$ cat config.mk
export PLATFORM = sky130hd
export DESIGN_NAME = rx_integrity_check
export DESIGN_NICKNAME = d
export VERILOG_FILES = /design/src/rtl/rx_check_pkg.sv /design/src/rtl/rx_parity_chk.sv /design/src/rtl/rx_crc_acc.sv /design/src/rtl/rx_err_report.sv /design/src/rtl/rx_integrity_check.sv
export SDC_FILE = /design/constraint.sdc
export NUM_CORES = 1
export LEC_CHECK = 0
export CAP_MARGIN = 30
export CORE_ASPECT_RATIO = 0.9
export CORE_MARGIN = 10
export CORE_UTILIZATION = 47
export DETAILED_ROUTE_END_ITERATION = 10
export DONT_BUFFER_PORTS = 1
export GPL_TIMING_DRIVEN = 0
export SLEW_MARGIN = 30
export SYNTH_ARGS = -nofsm -noshare
export SYNTH_HDL_FRONTEND = slang
export SYNTH_SLANG_ARGS = --single-unit
export TNS_END_PERCENT = 50
$ cat constraint.sdc
create_clock -name clk -period 4.6 [get_ports clk]
set_clock_uncertainty 0.1 [all_clocks]
set_input_delay 0.92 -clock clk [delete_from_list [all_inputs] [get_ports clk]]
set_output_delay 0.92 -clock clk [all_outputs]
set_load 0.01 [all_outputs]
$ cat src/rtl/rx_check_pkg.sv
// Package: shared constants and the CRC step function for the receive checker.
// Assumes CRC is computed MSB first, non-reflected.
package rx_check_pkg;

    // Transfer-mode encoding; bit 1 set means double-transition.
    localparam logic [1:0] XM_ASYNC = 2'b00;
    localparam logic [1:0] XM_ST    = 2'b01;
    localparam logic [1:0] XM_DT    = 2'b10;

    // Decode whether a mode value selects double-transition transfers.
    function automatic logic mode_is_dt(input logic [1:0] mode);
        return mode[1];
    endfunction

endpackage

$ cat src/rtl/rx_parity_chk.sv
// Parity checker: flags a strobed byte whose data-plus-parity bits do not
// have odd weight. Active only in non-DT modes with checking enabled.
// Assumes rx_stb is a single-cycle pulse per byte.
module rx_parity_chk #(
    parameter int DATA_W = 8
) (
    input  logic              rx_stb,
    input  logic [DATA_W-1:0] rx_byte,
    input  logic              rx_par,
    input  logic              dt_mode,
    input  logic              chk_en,
    output logic              par_err
);
    // Combinational odd-parity test on the strobed byte.
    always_comb begin
        par_err = rx_stb && chk_en && !dt_mode && !(^{rx_byte, rx_par});
    end

    // parity is never flagged in double-transition mode.
    always_comb begin
        assert_no_par_in_dt_R3: assert (!(dt_mode && par_err));
    end
endmodule

$ cat src/rtl/rx_crc_acc.sv
// CRC accumulator: folds strobed bytes into a CRC in DT mode and compares
// with the received word when the target requests it. Reseeds after each
// compare and on a phase change. Assumes a byte strobed together with a
// compare request or phase change is dropped.
module rx_crc_acc
    import rx_check_pkg::*;
#(
    parameter int              DATA_W = 8,
    parameter int              CRC_W  = 32,
    parameter logic [CRC_W-1:0] POLY  = 32'h04C1_1DB7,
    parameter logic [CRC_W-1:0] SEED  = '1
) (
    input  logic              clk,
    input  logic              rst_n,
    input  logic              dt_mode,
    input  logic              rx_stb,
    input  logic [DATA_W-1:0] rx_byte,
    input  logic              crc_req,
    input  logic [CRC_W-1:0]  crc_word,
    input  logic              crc_dis,
    input  logic              phase_chg,
    output logic              crc_err
);
    logic [CRC_W-1:0] crc_q;
    logic [CRC_W-1:0] crc_next;
    logic             do_check;

    // Step the CRC one data bit at a time, MSB first.
    always_comb begin
        logic [CRC_W-1:0] c;
        logic             fb;
        c = crc_q;
        for (int i = DATA_W - 1; i >= 0; i--) begin
            fb = c[CRC_W-1] ^ rx_byte[i];
            c  = {c[CRC_W-2:0], 1'b0} ^ (fb ? POLY : '0);
        end
        crc_next = c;
    end

    // Compare request is valid only in DT mode.
    always_comb begin
        do_check = crc_req && dt_mode;
        crc_err  = do_check && !crc_dis && (crc_word != crc_q);
    end

    // Accumulator register: reseed on reset, compare or phase change.
    always_ff @(posedge clk) begin
        if (!rst_n || phase_chg || do_check) begin
            crc_q <= SEED;
        end else if (rx_stb && dt_mode) begin
            crc_q <= crc_next;
        end
    end

    // after a phase change the accumulator is back at its seed.
    assert_reseed_on_phase_R5: assert property (@(posedge clk) disable iff (!rst_n)
        phase_chg |=> (crc_q == SEED));

    // a disabled CRC check never reports.
    assert_crc_dis_quiet_R4: assert property (@(posedge clk) disable iff (!rst_n)
        crc_dis |-> !crc_err);
endmodule

$ cat src/rtl/rx_err_report.sv
// Error reporting: sticky status flag, masked interrupt and optional
// attention request. Assumes err_evt is a single-cycle event.
module rx_err_report (
    input  logic clk,
    input  logic rst_n,
    input  logic err_evt,
    input  logic status_clr,
    input  logic irq_en,
    input  logic is_initiator,
    input  logic atn_en,
    input  logic phase_chg,
    output logic err_status,
    output logic irq,
    output logic atn
);
    // Sticky status: a new error wins over the clear strobe.
    always_ff @(posedge clk) begin
        if (!rst_n)          err_status <= 1'b0;
        else if (err_evt)    err_status <= 1'b1;
        else if (status_clr) err_status <= 1'b0;
    end

    // Attention: raised by initiator-side errors, dropped on phase change.
    always_ff @(posedge clk) begin
        if (!rst_n)                                  atn <= 1'b0;
        else if (err_evt && is_initiator && atn_en)  atn <= 1'b1;
        else if (phase_chg)                          atn <= 1'b0;
    end

    // Interrupt output is the status gated by the mask enable.
    always_comb begin
        irq = err_status && irq_en;
    end

    // status stays set unless cleared.
    assert_status_sticky_R6: assert property (@(posedge clk) disable iff (!rst_n)
        (err_status && !status_clr) |=> err_status);

    // status only rises because an error occurred.
    assert_status_cause_R6: assert property (@(posedge clk) disable iff (!rst_n)
        $rose(err_status) |-> $past(err_evt));

    // attention is only raised in initiator role.
    assert_atn_initiator_R9: assert property (@(posedge clk) disable iff (!rst_n)
        $rose(atn) |-> $past(is_initiator));

    // attention holds until a phase change.
    assert_atn_hold_R8: assert property (@(posedge clk) disable iff (!rst_n)
        (atn && !phase_chg) |=> atn);
endmodule

$ cat src/rtl/rx_integrity_check.sv
// Top: receive integrity checker. Combines per-byte parity checking
// (asynchronous / single-transition modes) with target-triggered CRC
// checking (double-transition mode), and reports through a sticky flag,
// masked interrupt and optional attention. Synchronous active-low reset.
module rx_integrity_check
    import rx_check_pkg::*;
#(
    parameter int               DATA_W = 8,
    parameter int               CRC_W  = 32,
    parameter logic [CRC_W-1:0] POLY   = 32'h04C1_1DB7,
    parameter logic [CRC_W-1:0] SEED   = '1
) (
    input  logic              clk,
    input  logic              rst_n,
    input  logic [DATA_W-1:0] rx_byte,
    input  logic              rx_par,
    input  logic              rx_stb,
    input  logic [1:0]        xfer_mode,
    input  logic              is_initiator,
    input  logic              crc_req,
    input  logic [CRC_W-1:0]  crc_word,
    input  logic              chk_en,
    input  logic              crc_dis,
    input  logic              atn_en,
    input  logic              irq_en,
    input  logic              status_clr,
    input  logic              phase_chg,
    output logic              err_status,
    output logic              irq,
    output logic              atn
);
    logic dt_mode;
    logic par_err;
    logic crc_err;
    logic err_evt;

    // Decode mode and merge the two error sources.
    always_comb begin
        dt_mode = mode_is_dt(xfer_mode);
        err_evt = par_err || crc_err;
    end

    rx_parity_chk #(.DATA_W(DATA_W)) u_par (
        .rx_stb  (rx_stb),
        .rx_byte (rx_byte),
        .rx_par  (rx_par),
        .dt_mode (dt_mode),
        .chk_en  (chk_en),
        .par_err (par_err)
    );

    rx_crc_acc #(.DATA_W(DATA_W), .CRC_W(CRC_W), .POLY(POLY), .SEED(SEED)) u_crc (
        .clk       (clk),
        .rst_n     (rst_n),
        .dt_mode   (dt_mode),
        .rx_stb    (rx_stb),
        .rx_byte   (rx_byte),
        .crc_req   (crc_req),
        .crc_word  (crc_word),
        .crc_dis   (crc_dis),
        .phase_chg (phase_chg),
        .crc_err   (crc_err)
    );

    rx_err_report u_rep (
        .clk          (clk),
        .rst_n        (rst_n),
        .err_evt      (err_evt),
        .status_clr   (status_clr),
        .irq_en       (irq_en),
        .is_initiator (is_initiator),
        .atn_en       (atn_en),
        .phase_chg    (phase_chg),
        .err_status   (err_status),
        .irq          (irq),
        .atn          (atn)
    );

    // with checking off, a non-DT strobe cannot raise the status.
    assert_par_off_R2: assert property (@(posedge clk) disable iff (!rst_n)
        (!chk_en && !dt_mode && !err_status && !crc_req) |=> !err_status);
endmodule

# After elaboration in Yosys (flattened, before gate mapping)
# Cells that the tools add are included.
# op_classes
eq_ne,1
multipliers,0
addsub,0
n_reduce_logical,20
n_lt_le_gt_ge,0
muxes,12
shift,0
bitwise,16
div_mod_pow,0
# ops
op,n
bitwise XOR 32 bit,8
2-to-1 mux 27 bit,8
!= test 32 bit,1
logical AND 1 bit,10
XOR reduction 9 bit,1
bitwise XOR 1 bit,8
zero test 1 bit,4
2-to-1 mux 1 bit,4
nonzero test 2 bit,2
logical OR 1 bit,3
# word_totals
register_bits,34
ramBits,0
out_inout_bits,3
input_bits,54
n_memories,0
rom_bits,0
word_cells,52
latchBits,0

# Depth between registers and ports, before layout
# logic_depth
ltp_word,24
depth_mapped,6
mapped_depth_nobuf,6

# Hierarchy
# A second synthesis with hierarchy kept.
# hier_totals
cells_unflattened,235
area_unflattened_um2,2556.2
# by_module_without_submodules
module,seq_area_each_um2,cells_per_inst,n_inst,area_each_um2
rx_crc_acc,640.6,217,1,2362.3
rx_parity_chk,0.0,9,1,101.3
rx_err_report,40.0,8,1,86.3
rx_integrity_check,0.0,1,1,6.3

# Worst setup path before layout
# No wires, ideal clock.
# synth_path
kind,input-to-reg
from,input port rx_byte[4]
to,register u_crc.crc_q[12]
setup_ns,0.137
arrival_time_ns,2.349
slack_ns,2.014
path_stages,6
required_ns,4.363
n_path_buf,0
cell_sequence,xor2_1 xnor2_1 xor2_1 xnor3_1 nand2_1 nand3_1
# synth_via
elab_chain_cells,7
# synth_rtl
element,line,rtl
"start, declared",rx_integrity_check.sv:15,"input logic [DATA_W-1:0] rx_byte,"
bitwise XOR 1 bit,rx_crc_acc.sv:34,fb = c[CRC_W-1] ^ rx_byte[i];
2-to-1 mux 27 bit,rx_crc_acc.sv:35,"c = {c[CRC_W-2:0], 1'b0} ^ (fb ? POLY : '0);"
bitwise XOR 32 bit (5 in series),rx_crc_acc.sv:35,
"end signal, assigned",rx_crc_acc.sv:51,crc_q <= crc_next;
"end, declared",rx_crc_acc.sv:24,logic [CRC_W-1:0] crc_q;
# No other way between the ends.
# A chain may end at the register's enable or synchronous reset.

# Worst setup path after layout
# Ends and elaborated chain as after synthesis.

==> flow_metrics.tcl <==
set metrics [dict create \
    dp_hpwl_um 4840 \
    postCtsHoldBufs 0 \
    rsz0062_at_grt "false" \
    grt_max_degree 11 \
    post_cts_buffers 0 \
    ios 57 \
    rows 24 \
    ctsResizeCount 0 \
    synth.avg_cell_area_um2 9.26 \
    final_core_util 0.516 \
    cts_sinks 34 \
    p_sw_frac 0.327 \
    die_w_um 93.8 \
    stdcell_count 322 \
    ys_types 23 \
    chipHeight_um 86.4 \
    fin_nets 310 \
    synth_top_area_cell "xnor2_1" \
    grt_use_met2 0.240 \
    synth_edf_count 0 \
    wire_per_inst_um 19.4 \
    finalSetupTns_ns 0 \
    cts_buffers 5 \
    synth-seq-cells 34 \
    synth-main-ff-cell "dfxtp_1" \
    syn_to_final_growth_pct 7.49 \
    worstReg2RegStart "u_crc.crc_q[28]$_SDFFE_PP1P_" \
    drive_above_1_share 0.0778 \
    synth_top_area_frac 0.296 \
    cp-end-kind "flop" \
    min_path_type "flop to flop" \
    cts_tree "built" \
    n_antenna_cell 0 \
    relSlewSlack 0.464 \
    p_leak_nw 0.929 \
    ys_warn_count 0 \
    synth_area_leaders "xnor2_1 (30%), dfxtp_1 (30%), o211ai_1 (8.5%)" \
    grt_use_total 0.160 \
    n_fill_cell 469 \
    grt_pass1_wl_um 9870 \
    final_hold_viol_count 0 \
    dr.pass1.iters 4 \
    fin_crit_ns 2.76 \
    final.period_utilization 0.601 \
    cp_max_fo 5 \
    h-tree-depth 2 \
    grt_pass1_vias 1742 \
    netlist_area_um2 2300 \
    irDropWorstVdd_uv 120 \
    drcViolationCount 0 \
    drv_slew 0 \
    dieArea_um2 8110 \
    required_ns 4.66 \
    cap_violations 0 \
    worstMarginPinSlew_ns 0.801 \
    power_frac_clock 0.287 \
    ant_nets 0 \
    worstSetupPathType "input port to flop" \
    post-synth-top-count-cell "xnor2_1" \
    placed_cells 314 \
    hp-start "u_crc.crc_q[12]$_SDFFE_PP1P_" \
    drt_iter0_drc 113 \
    met1_usage 0.209 \
    via_count 1706 \
    startpoint_type "input port" \
    drt_wl_total_um 6240 \
    initial_core_util 0.480 \
    cts_buffer_depth 2 \
    async_reset_ff_frac 0 \
    overflow 0 \
    p_sw_w 0.000271 \
    combPwrFrac 0.330 \
    synthCells 249 \
    grt-busiest-layer "met2" \
    port-buffer-count 0 \
    routed_via_density 5.30 \
    synth_commonest_cells "xnor2_1 (78), dfxtp_1 (34), nand2_1 (32)" \
    finalSetupViolations 0 \
    status "finished clean" \
    core_um2 4800 \
    gp_congestion 0.867 \
    syn-num-nets 303 \
    crit_path_start "rx_byte[4]" \
    cts_root_buf "clkbuf_8" \
    clk_pin_slew_ns 0.07 \
    p_per_area_nw_per_um2 334 \
    p_int_w 0.000557 \
    pwr-share-seq 0.383 \
    crit_arrival_ns 2.82 \
    grtUsageMet3 0.0510 \
    clk_latency_ns 0.30 \
    clock.fmax_ghz 0.362 \
    seq_area_frac_synth 0.295 \
    antenna_found_initial 0 \
]
-- flip-flops by register name, summed over array words and instances, names as in the netlist --
| name | count |
|---|---|
| u_rep.err_status | 1 |
| u_rep.atn | 1 |
| u_crc.crc_q | 32 |
-- layer usage --
metal / wire length (µm) / share of wire / vias up
met5: 0 / 0 / -
met4: 126 / 0.020 / 0
met3: 580 / 0.093 / 11
met2: 2870 / 0.46 / 65
met1: 2670 / 0.43 / 787
li1: - / - / 843
-- area by class of cell --
| type | count | area [µm²] | area share |
|---|---|---|---|
| multi-input combinational | 204 | 1580 | 0.637 |
| sequential | 34 | 681 | 0.275 |
| clock buffer | 7 | 86.3 | 0.0348 |
| tap | 65 | 81.3 | 0.0328 |
| buffer | 11 | 45.0 | 0.0182 |
| clock inverter | 1 | 5.00 | 0.00202 |
-- layout by cell type, fill, tap and decap left out, types with 2 or more instances in the layout --
cell type	n
and2_1	2
nor4_1	2
nand2_1	32
nor2_1	12
xnor2_1	78
xor2_2	2
o21ai_0	3
o211ai_1	26
clkbuf_8	6
o21ai_1	3
nand4_1	8
dfxtp_1	34
nand3_1	2
clkbuf_1	11
xor2_1	18
xnor2_2	9
-- path summary, 6_finish.rpt --
path	end	slack, ns	depth (start not counted)
setup / recovery	u_crc.crc_q[12]$_SDFFE_PP1P_	1.84	6
hold / removal	u_crc.crc_q[12]$_SDFFE_PP1P_	0.43	2
setup reg to reg	u_crc.crc_q[12]$_SDFFE_PP1P_	2.03	6
hold reg to reg	u_crc.crc_q[12]$_SDFFE_PP1P_	0.43	2
-- stage by stage --
step | power, W | worst slack (ns) | hold slack (ns) | cell area, µm²
6_report | 0.000828 | 1.84 | 0.429 | 2480
5_1_grt | 0.000871 | 1.73 | 0.448 | 2480
2_1_floorplan | 0.000547 | 2.01 | 0.388 | 2300
4_1_cts | 0.000833 | 1.81 | 0.432 | 2480
3_3_place_gp | 0.000596 | 1.51 | 0.414 | 2390
3_5_place_dp | 0.000595 | 1.51 | 0.420 | 2390
-- worst max-delay path, cell delays in order --
cell,delay (ns)
xor2_1,0.62
xnor2_1,0.39
xor2_1,0.43
xnor3_1,0.28
nand2_1,0.09
nand3_1,0.08
-- power groups by stage --
stage          Sequential, W  Combinational (W)  Clock, W
6_report            0.000317           0.000273  0.000238
3_5_place_dp        0.000324           0.000272         0
4_1_cts             0.000317           0.000273  0.000243
3_3_place_gp        0.000323           0.000273         0
5_1_grt             0.000318           0.000297  0.000255
2_1_floorplan       0.000321           0.000226         0
-- kinds of logic after synthesis --
family / Yosys count / synth area share
compound gates: 34 / 0.104
xor+xnor: 109 / 0.463
buf+inv: 11 / 0.0195
flops: 34 / 0.295
simple gates: 61 / 0.118
Note: power is estimated with default switching activity, not from simulation.
